==> src/rtl/wclk_pkg.sv <==
package wclk_pkg;
   typedef enum logic [1:0] {
      PM_WORDCLK = 2'b00,
      PM_MCLK    = 2'b01,
      PM_DIV55   = 2'b10,
      PM_DIV6    = 2'b11
   } pin_mode_e;
endpackage

==> src/rtl/wclk_cfg_reg.sv <==
module wclk_cfg_reg
   import wclk_pkg::*;
#(
   parameter int ADDR_W    = 7,
   parameter int DATA_W    = 9,
   parameter int REG_ADDR  = 27,
   parameter int FIELD_LSB = 7
) (
   input  logic              clk,
   input  logic              rst_n,
   input  logic              wr_en,
   input  logic [ADDR_W-1:0] addr,
   input  logic [DATA_W-1:0] wdata,
   output pin_mode_e         mode_q,
   output logic              restart
);
   localparam int FIELD_MSB = FIELD_LSB + 1;
   localparam logic [ADDR_W-1:0] HIT_ADDR = ADDR_W'(REG_ADDR);

   generate
      if (FIELD_MSB >= DATA_W) begin : g_bad_field
         $error("pin-mode field does not fit in write data");
      end
      if (REG_ADDR >= (1 << ADDR_W)) begin : g_bad_addr
         $error("register address does not fit in address width");
      end
   endgenerate

   logic      hit;
   pin_mode_e new_mode;
   logic      unused_wdata;

   assign hit          = wr_en && (addr == HIT_ADDR);
   assign new_mode     = pin_mode_e'(wdata[FIELD_MSB:FIELD_LSB]);
   assign restart      = hit && (new_mode != mode_q);
   assign unused_wdata = ^wdata;

   always_ff @(posedge clk or negedge rst_n) begin
      if (!rst_n)   mode_q <= PM_WORDCLK;
      else if (hit) mode_q <= new_mode;
   end

   // a write to the register address loads the field
   p_load_field_r2: assert property (@(posedge clk) disable iff (!rst_n)
      hit |=> (mode_q == $past(new_mode)));
   // writes elsewhere leave the mode alone
   p_ignore_other_r2: assert property (@(posedge clk) disable iff (!rst_n)
      !hit |=> $stable(mode_q));
endmodule

==> src/rtl/wclk_clk_div.sv <==
module wclk_clk_div #(
   parameter int PER_A = 5,
   parameter int HI_A  = 3,
   parameter int PER_B = 6,
   parameter int HI_B  = 3
) (
   input  logic clk,
   input  logic rst_n,
   input  logic restart,
   output logic clk_out
);
   localparam bit TWO_PHASE = (PER_A != PER_B) || (HI_A != HI_B);
   localparam int LEN       = TWO_PHASE ? (PER_A + PER_B) : PER_A;
   localparam int CW        = (LEN > 2) ? $clog2(LEN) : 1;
   localparam int MAX_HI    = (HI_A > HI_B) ? HI_A : HI_B;
   localparam int MAX_LO    = ((PER_A - HI_A) > (PER_B - HI_B)) ? (PER_A - HI_A) : (PER_B - HI_B);
   localparam logic [CW-1:0] LAST    = CW'(LEN - 1);
   localparam logic [CW-1:0] C_HI_A  = CW'(HI_A);
   localparam logic [CW-1:0] C_PER_A = CW'(PER_A);
   localparam logic [CW-1:0] C_B_HI  = CW'(PER_A + HI_B);

   generate
      if (PER_A < 2 || PER_B < 2) begin : g_bad_per
         $error("divider periods must be at least 2");
      end
      if (HI_A < 1 || HI_A >= PER_A || HI_B < 1 || HI_B >= PER_B) begin : g_bad_hi
         $error("high phase must be inside its period");
      end
   endgenerate

   logic [CW-1:0] cnt_q;
   logic [CW-1:0] cnt_nxt;
   logic          hi_nxt;

   assign cnt_nxt = (cnt_q == LAST) ? '0 : cnt_q + 1'b1;

   generate
      if (TWO_PHASE) begin : g_two
         assign hi_nxt = (cnt_nxt < C_PER_A) ? (cnt_nxt < C_HI_A) : (cnt_nxt < C_B_HI);
      end else begin : g_one
         assign hi_nxt = (cnt_nxt < C_HI_A);
      end
   endgenerate

   always_ff @(posedge clk or negedge rst_n) begin
      if (!rst_n) begin
         cnt_q   <= '0;
         clk_out <= 1'b1;
      end else if (restart) begin
         cnt_q   <= '0;
         clk_out <= 1'b1;
      end else begin
         cnt_q   <= cnt_nxt;
         clk_out <= hi_nxt;
      end
   end

   // run-length counters for the phase-length checks
   logic [CW:0] hi_run, lo_run;
   always_ff @(posedge clk or negedge rst_n) begin
      if (!rst_n) begin
         hi_run <= '0;
         lo_run <= '0;
      end else if (restart) begin
         hi_run <= '0;
         lo_run <= '0;
      end else if (clk_out) begin
         hi_run <= hi_run + 1'b1;
         lo_run <= '0;
      end else begin
         lo_run <= lo_run + 1'b1;
         hi_run <= '0;
      end
   end

   // no high phase longer than the longest programmed one
   p_high_len_r9: assert property (@(posedge clk) disable iff (!rst_n)
      hi_run <= (CW+1)'(MAX_HI));
   // no low phase longer than the longest programmed one
   p_low_len_r8: assert property (@(posedge clk) disable iff (!rst_n)
      lo_run <= (CW+1)'(MAX_LO));
   // a restart lands on the first high cycle
   p_restart_high_r10: assert property (@(posedge clk) disable iff (!rst_n)
      restart |=> clk_out);
endmodule

==> src/rtl/wclk_pin_mux.sv <==
module wclk_pin_mux
   import wclk_pkg::*;
(
   input  pin_mode_e mode,
   input  logic      is_master,
   input  logic      tri_req,
   input  logic      mclk,
   input  logic      div55,
   input  logic      div6,
   input  logic      adc_wclk_int,
   input  logic      pin_in,
   input  logic      dac_wclk,
   output logic      pin_oe,
   output logic      pin_out,
   output logic      adc_lrclk
);
   always_comb begin
      case (mode)
         PM_MCLK: begin
            pin_oe    = 1'b1;
            pin_out   = mclk;
            adc_lrclk = dac_wclk;
         end
         PM_DIV55: begin
            pin_oe    = 1'b1;
            pin_out   = div55;
            adc_lrclk = dac_wclk;
         end
         PM_DIV6: begin
            pin_oe    = 1'b1;
            pin_out   = div6;
            adc_lrclk = dac_wclk;
         end
         default: begin
            pin_oe    = is_master && !tri_req;
            pin_out   = adc_wclk_int;
            adc_lrclk = is_master ? adc_wclk_int : pin_in;
         end
      endcase
   end
endmodule

==> src/rtl/wclk_pin_ctrl.sv <==
module wclk_pin_ctrl
   import wclk_pkg::*;
#(
   parameter int ADDR_W    = 7,
   parameter int DATA_W    = 9,
   parameter int REG_ADDR  = 27,
   parameter int FIELD_LSB = 7
) (
   input  logic              mclk,
   input  logic              rst_n,
   input  logic              cfg_wr,
   input  logic [ADDR_W-1:0] cfg_addr,
   input  logic [DATA_W-1:0] cfg_wdata,
   input  logic              is_master,
   input  logic              tri_req,
   input  logic              adc_wclk_int,
   input  logic              pin_in,
   input  logic              dac_wclk,
   output logic              pin_oe,
   output logic              pin_out,
   output logic              adc_lrclk
);
   pin_mode_e mode;
   logic      restart;
   logic      div55;
   logic      div6;

   wclk_cfg_reg #(
      .ADDR_W(ADDR_W), .DATA_W(DATA_W), .REG_ADDR(REG_ADDR), .FIELD_LSB(FIELD_LSB)
   ) cfg_i (
      .clk(mclk), .rst_n(rst_n), .wr_en(cfg_wr), .addr(cfg_addr),
      .wdata(cfg_wdata), .mode_q(mode), .restart(restart)
   );

   wclk_clk_div #(.PER_A(5), .HI_A(3), .PER_B(6), .HI_B(3)) div55_i (
      .clk(mclk), .rst_n(rst_n), .restart(restart), .clk_out(div55)
   );

   wclk_clk_div #(.PER_A(6), .HI_A(3), .PER_B(6), .HI_B(3)) div6_i (
      .clk(mclk), .rst_n(rst_n), .restart(restart), .clk_out(div6)
   );

   wclk_pin_mux mux_i (
      .mode(mode), .is_master(is_master), .tri_req(tri_req), .mclk(mclk),
      .div55(div55), .div6(div6), .adc_wclk_int(adc_wclk_int), .pin_in(pin_in),
      .dac_wclk(dac_wclk), .pin_oe(pin_oe), .pin_out(pin_out), .adc_lrclk(adc_lrclk)
   );

   // clock-output modes always drive the pad
   p_force_drive_r5: assert property (@(posedge mclk) disable iff (!rst_n)
      (mode != PM_WORDCLK) |-> pin_oe);
   // clock-output modes frame the ADC from the DAC word clock
   p_lrclk_dac_r6: assert property (@(posedge mclk) disable iff (!rst_n)
      (mode != PM_WORDCLK) |-> (adc_lrclk == dac_wclk));
   // the word-clock mode never drives while tristate is requested
   p_tri_release_r4: assert property (@(posedge mclk) disable iff (!rst_n)
      ((mode == PM_WORDCLK) && tri_req) |-> !pin_oe);
   // the first cycle after reset is in the word-clock mode
   p_reset_mode_r1: assert property (@(posedge mclk)
      !rst_n |=> (mode == PM_WORDCLK));
endmodule

==> config.mk <==
export PLATFORM = sky130hd
export DESIGN_NAME = wclk_pin_ctrl
export DESIGN_NICKNAME = d
export VERILOG_FILES = /design/src/rtl/wclk_pkg.sv /design/src/rtl/wclk_cfg_reg.sv /design/src/rtl/wclk_clk_div.sv /design/src/rtl/wclk_pin_mux.sv /design/src/rtl/wclk_pin_ctrl.sv
export SDC_FILE = /design/constraint.sdc
export NUM_CORES = 1
export LEC_CHECK = 0
export BUFFER_PORTS_ARGS = -buffer_cell sky130_fd_sc_hd__buf_2
export CORE_MARGIN = 2
export CORE_UTILIZATION = 45
export DETAILED_ROUTE_END_ITERATION = 8
export PLACE_DENSITY = 0.76
export SYNTH_ARGS = -nofsm -noshare
export SYNTH_HDL_FRONTEND = slang
export SYNTH_SLANG_ARGS = --single-unit
==> constraint.sdc <==
create_clock -name mclk -period 1.7 [get_ports mclk]
set_input_delay 0.34 -clock mclk [delete_from_list [all_inputs] [get_ports mclk]]
set_output_delay 0.34 -clock mclk [all_outputs]
set_load 0.01 [all_outputs]
==> flow_summary.ini, run 1 <==
[outcome]
outcome = complete, but fails checks
violations = negative setup slack

[logic_synthesis]
synth_top_area_frac = 0.360
yosysWarnings = 0
syn-cell-area_sq_um = 626
yosysSeqAreaShare = 0.444
synth.distinct_cells = 26
syn_avg_cell_area_sq_um = 11.0
netlist_instances = 57
ys_seq_elements = 11
yosysTopAreaCell = dfrtp_1
syn-num-nets = 83
synth_area_leaders = dfrtp_1, dfstp_2, nor2_1, nor2b_1, mux4_1

[floorplanning]
die_w_um = 41.3
die_area_sq_um = 1700
ios = 27
core_sq_um = 1300
die_y_um = 41.3
rows = 13
initial_core_util = 0.481

[timing]
finalSetupViolations = 1
relSlewSlack = 0.827
hold_viol_final = 0
finClkSkew_ns = 0.00459
fin_ws_ns = -0.164
report.final.slew_viol_count = 0
rsz0062_at_grt = true
holdWs_ns = 0.214
tightest_slew_ns = 0.259

[setup_path]
worstRegToRegCells = 6
cp_max_fo = 2
critPathSlowestCell = mux4_2
crit_required_ns = 1.36
worstPathArrival_ns = 1.52
reg2reg_from = div55_i.cnt_q[0]$_DFF_PN0_
crit_family = multiplexers
critPathKind = clk2out
reg2reg_slack_ns = 0.16
start_kind = clock port
max_stage_delay_ns = 0.45
critPathBufInv = 2
path_cells = buf_8 -> mux4_2 -> buf_6
worstReg2RegEnd = div55_i.clk_out$_DFF_PN1_
critPathCaptureType = output port

[detailed_routing]
via_per_inst = 5.10
vias = 505
drcViolationCount = 0
ant_nets = 0
wire_per_inst_um = 11.2
drt-total-wl_um = 1110
drt_iter0_drc = 6
dr.pass1.iters = 2

[layout]
nets = 111
n_antenna_cell = 0
drive_gt1_frac = 0.429
final_cells = 99
area_growth_syn_to_layout_pct = 31.6
final_util = 0.633

[min_path]
whs_path_depth = 2
min_path_type = in2reg
hold_start = cfg_wdata[7]
hold_end = cfg_i.mode_q[0]$_DFFE_PN0P_

[global_routing]
grt_pass1_wl_um = 1640
grt_overflow = 0
antenna_found_initial = 0
grt_pass1_vias = 447
groute.usage.overall = 0.171
grt_max_degree = 12

[pwr]
peakVddDrop_mv = 0.988
power_density_nw_per_um2 = 1450
cellLeakagePower_uw = 0.000397

[clock_network]
clk_latency_ns = 0.37
tritoncts = done
clk_transition_reported_paths_ns = 0.06
postCtsSetupBuffers = 0

[place]
port_buffers = 19
place_congestion = 0.804
dpl.cell_count = 92
place_hpwl_um = 841

[job]
maxCapViolations = 0
kinds of logic after synthesis:
family | count (synthesis) | synth area share
buffers and inverters | 2 | 0.0120
DFF | 11 | 0.444
adders and majority gates | 2 | 0.0400
xor gates and xnor gates | 3 | 0.0420
AOI/OAI and AO/OA | 12 | 0.162
muxes | 5 | 0.110
and+or+nand+nor | 22 | 0.190
through the flow:
step | setup TNS, ns | instance area [sq um] | setup slack [ns] | total power [uW]
2_1_floorplan | 0 | 622 | 0.0430 | 801
3_3_place_gp | -0.0498 | 743 | -0.0498 | 884
3_5_place_dp | -0.0498 | 743 | -0.0498 | 900
4_1_cts | -0.184 | 807 | -0.184 | 1170
5_1_grt | -0.189 | 823 | -0.183 | 1300
6_report | -0.164 | 823 | -0.164 | 1200
final cells by class:
cell class,instances,area (sq um)
flip-flops and latches,11,280
repair buffers,20,108
fillers,104,478
well taps,15,18.8
multi-input cells,44,349
inverters,2,7.51
clock buffers,7,60.1
registers in the layout (all words and copies together), names as in the netlist:
| register | count |
|---|---|
| div55_i.cnt_q | 4 |
| div6_i.cnt_q | 3 |
| cfg_i.mode_q | 2 |
| div55_i.clk_out | 1 |
| div6_i.clk_out | 1 |
synth_stat cells, drive strengths merged:
cell    instances
dfrtp           9
nor2            9
a21oi           5
nor2b           5
dfstp           2
ha              2
inv             2
mux2            2
mux2i           2
nand2           2
o21bai          2
xor2            2
a211oi          1
a31o            1
and2            1
and3            1
and4bb          1
mux4            1
nand3b          1
nor3b           1
o2111a          1
o21ai           1
o21ba           1
or3             1
xnor2           1
worst max-delay path by stage:
stage                     start      end  cells past startpoint
final                      mclk  pin_out                      3
after global placement     mclk  pin_out                      2
after floorplan            mclk  pin_out                      1
after CTS                  mclk  pin_out                      3
after global routing       mclk  pin_out                      3
after detailed placement   mclk  pin_out                      2
layout by cell type (no fill, tap or decap), types with 2 or more instances in the layout:
master,count
buf_2,18
inv_1,2
dfstp_2,2
clkbuf_4,4
nor2b_1,5
ha_1,2
mux2i_1,2
xor2_1,2
nor2_1,8
dfrtp_1,7
mux2_1,2
nand2_1,2
a21oi_1,5
dfrtp_2,2
power by group:
group / total, uW / internal [uW] / switching (uW)
registers: 473 / 380 / 92.4
clock network: 300 / 199 / 101
logic: 423 / 234 / 190
total: 1200 / 813 / 383
repair_timing:
| item | in CTS | in global routing |
|---|---|---|
| endpoints found under the hold margin | 9 | 0 |
| resized for setup | 2 | 6 |
| hold buffers | 1 | 0 |
| setup endpoints to repair | 1 | 4 |
| pin swaps | 0 | 0 |
metal layers:
metal	vias up	part of all wire	wire length, um	track usage
li1	254	-	-	-
met1	228	0.37	411	0.153
met2	20	0.52	575	0.266
met3	3	0.10	111	0.130
met4	0	0.0099	11	0.113
met5	-	0	0	0
(Power assumes the default switching activity.)
==> run 2, diff against run 1 <==
--- a/config.mk
+++ b/config.mk
@@ -9,7 +9,7 @@
 export CORE_MARGIN = 2
 export CORE_UTILIZATION = 45
 export DETAILED_ROUTE_END_ITERATION = 8
-export PLACE_DENSITY = 0.76
+export PLACE_DENSITY = 0.73
 export SYNTH_ARGS = -nofsm -noshare
 export SYNTH_HDL_FRONTEND = slang
 export SYNTH_SLANG_ARGS = --single-unit
==> flow_summary.ini, run 2 (synthesis gave the netlist of run 1 again) <==
[pwr]
p_total_uw = 1200
peakVddDrop_mv = 0.804
cellLeakagePower_uw = 0.000394
power_density_nw_per_um2 = 1470

[detailed_routing]
ant_nets = 0
drcViolationCount = 0
drt_iter0_drc = 6
drt-total-wl_um = 1170
via_per_inst = 5.25
vias = 520
dr.pass1.iters = 7
wire_per_inst_um = 11.8

[setup_path]
critPathKind = clk2out
worstPathArrival_ns = 1.53
crit_required_ns = 1.36
start_kind = clock port
worstRegToRegCells = 6
reg2reg_slack_ns = 0.14
cp_max_fo = 2
critPathCaptureType = output port
reg2reg_from = div55_i.cnt_q[0]$_DFF_PN0_
worstReg2RegEnd = div55_i.clk_out$_DFF_PN1_

[floorplanning]
die_y_um = 41.3
rows = 13
core_sq_um = 1300
die_area_sq_um = 1700
die_w_um = 41.3
initial_core_util = 0.481
ios = 27

[outcome]
violations = negative setup slack
outcome = complete, but fails checks

[place]
place_hpwl_um = 863
dp_slack_ns = -0.0498
port_buffers = 19
place_congestion = 0.746

[timing]
finalSetupViolations = 1
rsz0062_at_grt = true
fin_ws_ns = -0.173
report.final.slew_viol_count = 0
relSlewSlack = 0.830
tightest_slew_ns = 0.255
finClkSkew_ns = 0.00751
hold_viol_final = 0

[layout]
final_util = 0.625
reg_top3 = div55_i.cnt_q x4, div6_i.cnt_q x3, cfg_i.mode_q x2
nets = 111
regMostFlops = div55_i.cnt_q
final_cell_mix = buf_2, nor2_1, dfrtp_1
fill_cells = 114
drive_gt1_frac = 0.417
n_antenna_cell = 0
final_common_cell = buf_2
largest_register_ffs = 4
area_growth_syn_to_layout_pct = 30.0

[global_routing]
groute.usage.overall = 0.176
antenna_found_initial = 0
grt_pass1_vias = 462
grt_overflow = 0
grt_max_degree = 12
grt_pass1_wl_um = 1760

[min_path]
min_path_type = in2reg
hold_end = cfg_i.mode_q[0]$_DFFE_PN0P_
whs_path_depth = 2
hold_start = cfg_wdata[7]

[job]
maxCapViolations = 0

[clock_network]
tritoncts = done
postCtsSetupBuffers = 0
clk_transition_reported_paths_ns = 0.07
clk_latency_ns = 0.37
## run 2: cell counts in the layout (fill, tap and decap cells not counted)
No cell type changed its count.
## run 2: critical path: stages
cell	delay [ns]
buf_8	0.09
mux4_2	0.45
buf_6	0.14
## run 2: metrics by stage
stage	instances	cell area, sq um	hold slack, ns	setup TNS [ns]
finish	99	813	0.204	-0.173
global route	99	813	0.204	-0.187
CTS	99	807	0.199	-0.190
detailed placement	92	743	0.222	-0.0498
global placement	92	743	0.222	-0.0498
floorplan	57	622	0.0444	0
## run 2: worst max path at each step
stage / start / end / slack, ns / cells past startpoint
final: mclk / pin_out / -0.17 / 3
after global routing: mclk / pin_out / -0.19 / 3
after CTS: mclk / pin_out / -0.19 / 3
after detailed placement: mclk / pin_out / -0.05 / 2
after global placement: mclk / pin_out / -0.05 / 2
after floorplan: mclk / pin_out / 0.04 / 1
## run 2: power breakdown
group	internal (uW)	total, uW	switching, uW
clock	199	306	107
sequential	381	475	94.8
combinational	227	415	188
total	806	1200	390
## run 2: what timing repair did
item	4_1_cts	5_1_grt
hold endpoints to repair	9	0
setup endpoints to repair	1	4
hold buffers	1	0
resized for setup	2	4
pin swaps	0	0
## run 2: cell type report
type / count / area, sq um / share of cell area
clock buffer: 7 / 60.1 / 0.0738
inverter: 2 / 7.51 / 0.00923
multi-input combinational: 44 / 339 / 0.417
sequential: 11 / 280 / 0.345
tap: 15 / 18.8 / 0.0231
timing repair buffer: 20 / 108 / 0.132
## run 2: per-layer routing
layer	GRT usage	up-vias	wire, um
met5	0	-	0
met4	0.0484	0	8
met3	0.136	4	114
met2	0.301	26	555
met1	0.161	234	489
li1	-	256	-
